`config.mk`:
```
export PLATFORM = sky130hd
export DESIGN_NAME = shortFloatConv
export DESIGN_NICKNAME = d
export VERILOG_FILES = /design/src/rtl/sfcPkg.sv /design/src/rtl/sfcPackCore.sv /design/src/rtl/sfcUnpackCore.sv /design/src/rtl/sfcCtrl.sv /design/src/rtl/sfcDatapath.sv /design/src/rtl/shortFloatConv.sv
export SDC_FILE = /design/constraint.sdc
export NUM_CORES = 1
export LEC_CHECK = 0
export ABC_CLOCK_PERIOD_IN_PS = 2000
export BUFFER_PORTS_ARGS = -buffer_cell sky130_fd_sc_hd__buf_4
export CORE_ASPECT_RATIO = 1.2
export CORE_UTILIZATION = 40
export CTS_BUF_LIST = sky130_fd_sc_hd__clkbuf_16
export DETAILED_ROUTE_END_ITERATION = 10
export GPL_TIMING_DRIVEN = 1
export SYNTH_ARGS = -nofsm -noshare
export SYNTH_HDL_FRONTEND = slang
export SYNTH_SLANG_ARGS = --single-unit
export TNS_END_PERCENT = 100
```
`constraint.sdc`:
```
create_clock -name clk -period 2 [get_ports clk]
set_clock_uncertainty 0.05 [all_clocks]
set_input_delay 0.1 -clock clk [delete_from_list [all_inputs] [get_ports clk]]
set_output_delay 0.1 -clock clk [all_outputs]
set_load 0.05 [all_outputs]
```
`src/rtl/sfcPkg.sv`:
```
package sfcPkg;
  localparam int LONG_EXP_W        = 8;
  localparam int LONG_FRAC_W       = 23;
  localparam int SHORT_EXP_W       = 4;
  localparam int SHORT_MAN_W       = 11;
  localparam int SHORT_EXP_OFFSET  = 120;

  localparam int LONG_W            = 1 + LONG_EXP_W + LONG_FRAC_W;
  localparam int SHORT_W           = 1 + SHORT_EXP_W + SHORT_MAN_W;
  localparam int SHORT_MAG_W       = SHORT_EXP_W + SHORT_MAN_W;
  localparam int SIG_W             = LONG_FRAC_W + 1;
  localparam int FRAC_DROP         = LONG_FRAC_W - SHORT_MAN_W;
  localparam int SHORT_EXP_MAX     = (1 << SHORT_EXP_W) - 1;
  localparam int LONG_EXP_TOP      = SHORT_EXP_OFFSET + SHORT_EXP_MAX;
  localparam int DENORM_SHIFT_BASE = SHORT_EXP_OFFSET + 1 + FRAC_DROP;
  localparam int DENORM_EXP_BASE   = SHORT_EXP_OFFSET + 1 - SHORT_MAN_W;
  localparam int SHIFT_CLAMP       = SIG_W + 2;
  localparam int WIN_W             = SIG_W + SHORT_MAN_W + 1;
  localparam int SHIFT_W           = $clog2(2 * SIG_W + 2);
  localparam int LEAD_W            = $clog2(SHORT_MAN_W);
  localparam int ALIGN_SH_W        = $clog2(SIG_W);

  typedef struct packed {
    logic loadOut;
    logic selUnpack;
  } sfcStrobe_t;
endpackage

```
`src/rtl/sfcPackCore.sv`:
```
module sfcPackCore
  import sfcPkg::*;
(
  input  logic [LONG_W-1:0]  srcWord,
  output logic [SHORT_W-1:0] dstWord,
  output logic               ovfOut,
  output logic               unfOut
);
  logic                    sgn;
  logic [LONG_EXP_W-1:0]   bexp;
  logic [LONG_FRAC_W-1:0]  frac;
  assign {sgn, bexp, frac} = srcWord;

  logic inNormal, tooBig, zeroExp;
  assign inNormal = bexp > LONG_EXP_W'(SHORT_EXP_OFFSET);
  assign tooBig   = bexp > LONG_EXP_W'(LONG_EXP_TOP);
  assign zeroExp  = bexp == '0;

  // normal range: straight field extraction
  logic [SHORT_EXP_W-1:0] normExp;
  logic [SHORT_MAN_W-1:0] normMan;
  logic                   normGuard, normSticky;
  assign normExp    = SHORT_EXP_W'(bexp - LONG_EXP_W'(SHORT_EXP_OFFSET));
  assign normMan    = frac[LONG_FRAC_W-1 -: SHORT_MAN_W];
  assign normGuard  = frac[FRAC_DROP-1];
  assign normSticky = |frac[FRAC_DROP-2:0];

  // subnormal range: right shift of the full significand
  logic [SIG_W-1:0]        sig;
  logic [LONG_EXP_W:0]     shRaw;
  logic [SHIFT_W-1:0]      shAmt;
  logic [WIN_W-1:0]        win;
  logic [SHORT_MAN_W-1:0]  denMan;
  logic                    denGuard, denSticky;
  assign sig   = {1'b1, frac};
  assign shRaw = (LONG_EXP_W+1)'(DENORM_SHIFT_BASE) - {1'b0, bexp};
  assign shAmt = (shRaw > (LONG_EXP_W+1)'(SHIFT_CLAMP)) ? SHIFT_W'(SHIFT_CLAMP)
                                                        : SHIFT_W'(shRaw);
  assign win       = WIN_W'({sig, {(SIG_W+1){1'b0}}} >> shAmt);
  assign denMan    = win[WIN_W-1 -: SHORT_MAN_W];
  assign denGuard  = win[SIG_W];
  assign denSticky = |win[SIG_W-1:0];

  logic [SHORT_MAG_W-1:0] preMag;
  logic                   guardBit, stickyBits, roundUp;
  logic [SHORT_MAG_W:0]   magSum;

  always_comb begin
    if (inNormal) begin
      preMag     = {normExp, normMan};
      guardBit   = normGuard;
      stickyBits = normSticky;
    end else begin
      preMag     = {{SHORT_EXP_W{1'b0}}, denMan};
      guardBit   = denGuard;
      stickyBits = denSticky;
    end
    roundUp = guardBit & (stickyBits | preMag[0]);
    magSum  = {1'b0, preMag} + (SHORT_MAG_W+1)'(roundUp);
  end

  always_comb begin
    ovfOut  = 1'b0;
    unfOut  = 1'b0;
    dstWord = {sgn, magSum[SHORT_MAG_W-1:0]};
    if (zeroExp) begin
      dstWord = {sgn, {SHORT_MAG_W{1'b0}}};
      unfOut  = |frac;
    end else if (tooBig || magSum[SHORT_MAG_W]) begin
      dstWord = {sgn, {SHORT_MAG_W{1'b1}}};
      ovfOut  = 1'b1;
    end else if (magSum == '0) begin
      unfOut  = 1'b1;
    end
  end
endmodule

```
`src/rtl/sfcUnpackCore.sv`:
```
module sfcUnpackCore
  import sfcPkg::*;
(
  input  logic [SHORT_W-1:0] srcWord,
  output logic [LONG_W-1:0]  dstWord
);
  logic                   sgn;
  logic [SHORT_EXP_W-1:0] sexp;
  logic [SHORT_MAN_W-1:0] sman;
  assign {sgn, sexp, sman} = srcWord;

  logic [LEAD_W-1:0] lead;
  always_comb begin
    lead = '0;
    for (int i = 0; i < SHORT_MAN_W; i++)
      if (sman[i]) lead = LEAD_W'(i);
  end

  logic [ALIGN_SH_W-1:0]  alignSh;
  logic [LONG_FRAC_W-1:0] denFrac;
  logic [LONG_EXP_W-1:0]  denExp, normExp;
  assign alignSh = ALIGN_SH_W'(LONG_FRAC_W) - ALIGN_SH_W'(lead);
  // the leading one is shifted out of the kept fraction bits
  assign denFrac = LONG_FRAC_W'({{(SIG_W-SHORT_MAN_W){1'b0}}, sman} << alignSh);
  assign denExp  = LONG_EXP_W'(lead) + LONG_EXP_W'(DENORM_EXP_BASE);
  assign normExp = LONG_EXP_W'(sexp) + LONG_EXP_W'(SHORT_EXP_OFFSET);

  always_comb begin
    if (sexp != '0)
      dstWord = {sgn, normExp, sman, {FRAC_DROP{1'b0}}};
    else if (sman != '0)
      dstWord = {sgn, denExp, denFrac};
    else
      dstWord = {sgn, {(LONG_W-1){1'b0}}};
  end
endmodule

```
`src/rtl/sfcCtrl.sv`:
```
module sfcCtrl
  import sfcPkg::*;
(
  input  logic       clk,
  input  logic       rstN,
  input  logic       inValid,
  input  logic       modeUnpack,
  output sfcStrobe_t strobe,
  output logic       outValid
);
  assign strobe.loadOut   = inValid;
  assign strobe.selUnpack = modeUnpack;

  always_ff @(posedge clk or negedge rstN) begin
    if (!rstN) outValid <= 1'b0;
    else       outValid <= inValid;
  end
endmodule

```
`src/rtl/sfcDatapath.sv`:
```
module sfcDatapath
  import sfcPkg::*;
(
  input  logic              clk,
  input  logic              rstN,
  input  sfcStrobe_t        strobe,
  input  logic [LONG_W-1:0] inWord,
  output logic [LONG_W-1:0] outWord,
  output logic              ovfFlag,
  output logic              unfFlag
);
  logic [SHORT_W-1:0] packWord;
  logic [LONG_W-1:0]  unpackWord;
  logic               packOvf, packUnf;

  sfcPackCore u_pack (
    .srcWord (inWord),
    .dstWord (packWord),
    .ovfOut  (packOvf),
    .unfOut  (packUnf)
  );

  sfcUnpackCore u_unpack (
    .srcWord (inWord[SHORT_W-1:0]),
    .dstWord (unpackWord)
  );

  logic [LONG_W-1:0] nextWord;
  logic              nextOvf, nextUnf;
  always_comb begin
    if (strobe.selUnpack) begin
      nextWord = unpackWord;
      nextOvf  = 1'b0;
      nextUnf  = 1'b0;
    end else begin
      nextWord = {{(LONG_W-SHORT_W){1'b0}}, packWord};
      nextOvf  = packOvf;
      nextUnf  = packUnf;
    end
  end

  always_ff @(posedge clk or negedge rstN) begin
    if (!rstN) begin
      outWord <= '0;
      ovfFlag <= 1'b0;
      unfFlag <= 1'b0;
    end else if (strobe.loadOut) begin
      outWord <= nextWord;
      ovfFlag <= nextOvf;
      unfFlag <= nextUnf;
    end
  end
endmodule

```
`src/rtl/shortFloatConv.sv`:
```
module shortFloatConv
  import sfcPkg::*;
(
  input  logic              clk,
  input  logic              rstN,
  input  logic              inValid,
  input  logic              modeUnpack,
  input  logic [LONG_W-1:0] inWord,
  output logic              outValid,
  output logic [LONG_W-1:0] outWord,
  output logic              ovfFlag,
  output logic              unfFlag
);
  sfcStrobe_t strobe;

  sfcCtrl u_ctrl (
    .clk        (clk),
    .rstN       (rstN),
    .inValid    (inValid),
    .modeUnpack (modeUnpack),
    .strobe     (strobe),
    .outValid   (outValid)
  );

  sfcDatapath u_dp (
    .clk     (clk),
    .rstN    (rstN),
    .strobe  (strobe),
    .inWord  (inWord),
    .outWord (outWord),
    .ovfFlag (ovfFlag),
    .unfFlag (unfFlag)
  );
endmodule

```
Word-level counts from Yosys, hierarchy flattened
Index checks and enable logic that the tools add are counted.
{"block": "totals", "regBits": 35}
{"block": "classes", "n_lt_le_gt_ge": 3, "reduce_logical": 8, "n_mux": 26, "shift": 2, "n_bitwise": 2, "add_sub_neg": 6}
{"op": "$mux 31", "n": 2}
{"op": "$shr 49x6->36", "n": 1}
{"op": "$mux 15", "n": 3}
{"op": "$mux 4", "n": 9}
{"op": "$mux 32", "n": 1}
{"op": "$reduce_or 24->1", "n": 1}
{"op": "$reduce_or 23->1", "n": 1}
{"op": "$shl 11x5->23", "n": 1}
{"op": "$add 15x1->16", "n": 1}
{"op": "$add 4x7->8 const B", "n": 2}
{"op": "$logic_not 16->1", "n": 1}
{"op": "$reduce_bool 11->1", "n": 1}
{"op": "$reduce_or 11->1", "n": 1}
{"op": "$mux 1", "n": 10}
{"op": "$gt 9x5->1 const B", "n": 1}
{"op": "$sub 8x8->9 const A", "n": 1}
{"op": "$gt 8x7->1 const B", "n": 1}
{"op": "$gt 8x8->1 const B", "n": 1}
{"op": "$logic_not 8->1", "n": 1}
{"op": "$mux 6", "n": 1}
{"op": "$sub 5x4->5 const A", "n": 1}
{"op": "$reduce_bool 4->1", "n": 1}
{"op": "$sub 4x4->4 const B", "n": 1}
{"op": "$and 1x1->1", "n": 1}
{"op": "other kinds (2)", "n": 2}

Logic depth before layout (Yosys ltp)
{"block": "depth", "ltp_word": 15, "ltp_mapped": 23}

Cells and area by module
Synthesis repeated with hierarchy kept, for this count alone.
{"block": "hier_totals", "cells_unflattened": 763, "hier_area_um2": 5631.7}
{"module": "sfcPackCore", "area_each_um2": 3199.3, "n_inst": 1, "cells_each": 483}
{"module": "sfcDatapath", "area_each_um2": 1496.4, "n_inst": 1, "cells_each": 148}
{"module": "sfcUnpackCore", "area_each_um2": 895.9, "n_inst": 1, "cells_each": 129}
{"module": "sfcCtrl", "area_each_um2": 40.0, "n_inst": 1, "cells_each": 3}

Worst setup path before layout
Ideal clock, no wire load.
{"block": "synth_timing", "path_kind": "input to register", "from": "in inWord[24]", "to": "reg u_dp.unfFlag", "setup_ns": 0.104, "arrival_ns": 4.307, "path_stages": 16, "setup_slack_ns": -2.461, "path_buffers": 1, "cell_sequence": "ha_1 -> clkbuf_1 -> or3_4 -> mux2_4 -> a211oi_4 -> nand2_4 -> a221oi_2 -> nor4_2 -> a2111oi_2 -> a311oi_1 -> nor3_2 -> nand4_4 -> or3b_1 -> xnor2_1 -> or4_1 -> o41ai_2"}
{"block": "synth_via", "elab_chain_cells": 14, "word_cells_on_any_way": 21}
{"item": "start, declared", "line_no": "shortFloatConv.sv:8", "text": "input logic [LONG_W-1:0] inWord,"}
{"item": "$sub 8x8->9", "line_no": "sfcPackCore.sv:36", "text": "assign shRaw = (LONG_EXP_W+1)'(DENORM_SHIFT_BASE) - {1'b0, bexp};"}
{"item": "$gt 9x5->1", "line_no": "sfcPackCore.sv:37", "text": "assign shAmt = (shRaw > (LONG_EXP_W+1)'(SHIFT_CLAMP)) ? SHIFT_W'(SHIFT_CLAMP)"}
{"item": "$mux 6", "line_no": "sfcPackCore.sv:37"}
{"item": "$shr 49x6->36", "line_no": "sfcPackCore.sv:39", "text": "assign win = WIN_W'({sig, {(SIG_W+1){1'b0}}} >> shAmt);"}
{"item": "$reduce_or 24->1", "line_no": "sfcPackCore.sv:42", "text": "assign denSticky = |win[SIG_W-1:0];"}
{"item": "$mux 1", "line_no": "sfcPackCore.sv:49", "text": "if (inNormal) begin"}
{"item": "$or 1x1->1", "line_no": "sfcPackCore.sv:58", "text": "roundUp = guardBit & (stickyBits | preMag[0]);"}
{"item": "$and 1x1->1", "line_no": "sfcPackCore.sv:58"}
{"item": "$add 15x1->16", "line_no": "sfcPackCore.sv:59", "text": "magSum = {1'b0, preMag} + (SHORT_MAG_W+1)'(roundUp);"}
{"item": "$logic_not 16->1", "line_no": "sfcPackCore.sv:72", "text": "end else if (magSum == '0) begin"}
{"item": "$mux 1", "line_no": "sfcPackCore.sv:72"}
{"item": "$mux 1", "line_no": "sfcPackCore.sv:69", "text": "end else if (tooBig || magSum[SHORT_MAG_W]) begin"}
{"item": "$mux 1 *", "line_no": "sfcPackCore.sv:66", "text": "if (zeroExp) begin"}
{"item": "$mux 1 *", "line_no": "sfcDatapath.sv:31", "text": "if (strobe.selUnpack) begin"}
{"item": "end signal, assigned", "line_no": "sfcDatapath.sv:50", "text": "unfFlag <= nextUnf;"}
{"item": "end, declared", "line_no": "sfcDatapath.sv:10", "text": "output logic unfFlag"}
Mark *: on every way between the ends. The rest lies on a longest branch, timed or not.
A chain may end at the register's enable or synchronous reset.

Worst setup path after layout
Ends and elaborated chain as after synthesis.

==> metrics.csv <==
stage;metric;value;unit
outcome;run status;complete, but fails checks;
outcome;failing checks;setup timing;
placement;PortBufs;70;
critical_path;Critical Path RT;2.13;ns
timing;final worst path period need;4.274;ns
placement;final estimated routing congestion in global placement;1.054;
timing;Slew Limit Headroom;58.62;%
cts;clock buffer depth;2;
cts;CTS Sinks;34;
critical_path;slowest stage delay, CP;0.42;ns
floorplan;core area;12220;um2
logic_synthesis;synthesized netlist net count;741;
detailed_routing;first drt pass iteration count;5;
layout;proportion of layout cells with a drive suffix above 1;52.89;%
logic_synthesis;EDFF count, synth;0;
global_routing;GRT overflow;0;
layout;highest-count cells in the layout ignoring fill and taps;324 x buf_4, 55 x nor2_1, 48 x a21oi_1, 45 x nand2_1, 37 x inv_1;
critical_path;CP Cell Sequence;buf_8, ha_4, or3_4, mux2_4, a21oi_4, buf_6, a21boi_0, buf_4, o211a_1, a211oi_4, nor2_2, nor4_4, nor3_4, ha_2, nand2_2, nor4_4, buf_4, nand2_4, or3b_4, a211oi_2, a31oi_1, o41ai_2;
cts;Max H-tree Level;2;
logic_synthesis;yosys warns;0;
pwr;Worst VDD drop;626.2;uV
flow_run;max_cap viols;0;
detailed_routing;Avg WL per Cell;21.90;um
floorplan;Core Rows;44;
cts;TritonCTS Buffers;5;
pwr;Leak Pwr;3.970;nW
logic_synthesis;Mapped Cells;699;
global_routing;first-pass GRT wire length;39690;um
global_routing;pin count of the biggest net entering global routing;40;
layout;post-layout util;74.13;%
detailed_routing;Antenna Nets Post-Route;0;
logic_synthesis;ys async rst share;100.0;%
timing;setup TNS;-33.59;ns
timing;Achievable Freq;0.2340;GHz
layout;leading cell type in the layout, fill and taps excluded;buf_4;
logic_synthesis;flops & latches, synth;34;
logic_synthesis;synthesized cell area;5085;um2
timing;RSZ-0062 raised after global routing;true;
critical_path;Critical Path Start Type;input pin;
timing;Final Hold Viols;0;
detailed_routing;Remaining DRCs;0;
global_routing;vias in the first global route;7262;
logic_synthesis;Seq/Total Area, Yosys;16.73;%
detailed_routing;WL final;25880;um
global_routing;initial antenna violation count;0;
timing;Final setup viols;19;
critical_path;top cell family by delay on the critical path;simple AND/OR/NAND/NOR gates;
layout;Area Growth Syn to Fin;78.17;%
pwr;Power Density;427.7;nW/um2
global_routing;Total Routing Usage GR;38.51;%
detailed_routing;Iter 0 DRT Violations;653;
floorplan;Initial Util;41.61;%
floorplan;Ports;71;
layout;nets@finish;1062;
timing;setup ws final;-2.274;ns
placement;post-detail-place hpwl;18820;um
cts;clock slew seen by the registers of the worst setup and hold paths;0.06;ns
cts;CTS Root Cell;clkbuf_16;
timing;Final Cycle Share;213.7;%
critical_path;CP Max Fanout;7;
floorplan;Die X;104.9;um
critical_path;CP max stage cell;or3_4;
timing;Worst-Margin Slew;0.6186;ns
layout;n_diodes;0;
detailed_routing;vias per cell;6.322;
pwr;Pwr Total;3.875;mW
floorplan;Die Ht;125.5;um
critical_path;arrival time of the worst setup path;4.41;ns
logic_synthesis;ys flop type;dfrtp_1;
timing;Max Slew Vio Count;0;
cts;Clk Latency, worst-skew pair;0.28;ns
logic_synthesis;Yosys cell types;92;
min_path;worst hold path class;in2reg;
logic_synthesis;Avg Inst Size Synth;7.275;um2
critical_path;crit path buf inv count;4;
detailed_routing;via count;7473;
cts;CTS tree;yes;
floorplan;Die ar.;13170;um2
critical_path;Setup crit end kind;flop;
critical_path;critical path class;in2reg;
[sequential cells by signal, summed over array words and instances, names as in the netlist]
register / cells
u_dp.unfFlag: 1
u_dp.ovfFlag: 1
u_ctrl.outValid: 1
u_dp.outWord: 31
[final cells by class]
| class | count | area [um2] |
|---|---|---|
| well taps | 161 | 201.4 |
| flip-flops and latches | 34 | 850.8 |
| multi-input cells | 564 | 4551 |
| repair buffers | 377 | 3142 |
| clock buffers | 5 | 125.1 |
| clock inverters | 3 | 45.04 |
| fillers | 910 | 3162 |
| inverters | 38 | 145.1 |
[where the power goes]
group / internal, mW / switching, mW
logic: 0.957 / 1.24
registers: 0.752 / 0.0420
clock network: 0.587 / 0.294
total: 2.29 / 1.58
[cells in the mapped netlist (all sizes together) (3+ instances only)]
library cell,instances,share of area [%]
nand3,30,3.1
a22oi,8,1.5
nor4,16,2.7
ha,6,1.5
a2111oi,6,1.5
nor2,70,5.5
o41ai,3,0.66
nand2b,9,1.1
inv,38,2.8
a211o,4,0.69
o22ai,12,1.5
and2,7,0.86
a32o,3,0.62
o211ai,15,2.2
buf,28,4.0
or4,7,1.0
and3,9,1.1
nand2,50,4.0
nand4,10,1.5
a22o,6,1.0
dfrtp,34,17
a21oi,66,6.9
mux2i,12,2.4
or3b,3,0.52
mux2,3,0.74
or3,5,0.71
a31oi,10,1.2
xor2,7,1.2
o32ai,5,0.86
clkbuf,36,2.7
a211oi,27,4.3
o221ai,5,0.86
xnor2,11,1.9
nor3,34,3.8
a21o,5,0.74
o31ai,5,0.84
o21ai,35,3.4
a221oi,11,2.1
o2bb2ai,12,2.1
[worst register-to-register path: stages, from the launching register on]
cell and delay, ns:
dfrtp_1 0.39, nor2b_1 0.15, a31o_4 0.23
[metal layers]
| metal | vias to the layer above | GRT usage, % | part of all wire, % |
|---|---|---|---|
| met4 | 0 | 24.69 | 7.9 |
| met1 | 3522 | 44.87 | 38 |
| met3 | 156 | 5.683 | 7.3 |
| met5 | - | 0 | 0 |
| met2 | 488 | 65.80 | 47 |
| li1 | 3307 | - | - |
[worst paths after layout]
path | from | endpoint | slack (ns) | cells past startpoint
setup / recovery | inWord[24] | u_dp.unfFlag | -2.27 | 22
hold / removal | inWord[31] | u_dp.outWord[15] | 0.02 | 3
setup reg to reg | u_dp.outWord[5] | u_dp.outWord[5] | 1.07 | 2
hold reg to reg | u_dp.outWord[3] | u_dp.outWord[3] | 0.43 | 1
max in group asynchronous | rstN | u_dp.outWord[6] | 1.33 | 2
min in group asynchronous | rstN | u_dp.outWord[23] | 0.26 | 2
[per-stage QoR]
step	hold WS (ns)	setup slack, ns	cell area (um2)	std cells
6_report	0.02268	-2.274	9060	1182
5_1_grt	0.04949	-2.378	9060	1182
2_1_floorplan	-0.2456	-2.403	5259	699
3_5_place_dp	0.01208	-2.786	7505	1115
3_3_place_gp	0.007174	-2.720	7505	1115
4_1_cts	0.01801	-2.229	8554	1165
[cell families (layout without fill, tap and decap cells)]
logic type	after synthesis	in the layout	share of synthesized area (%)
flip-flops	34	34	16.73
adder cells (fa/ha/maj)	6	6	1.476
AO/OA/AOI/OAI	262	262	37.35
XOR/XNOR	18	18	3.100
AND/OR/NAND/NOR	260	261	27.90
buffers and inverters	102	423	9.449
multiplexers	17	17	3.986
[timing repair]
item	4_1_cts	5_1_grt
resized for setup	111	90
setup buffers	39	23
pin swaps	41	43
cloned	3	0
endpoints found under the setup margin	31	31
endpoints found under the hold margin	34	0
hold buffers	1	0
No activity file was read; power rests on OpenSTA's default activity.
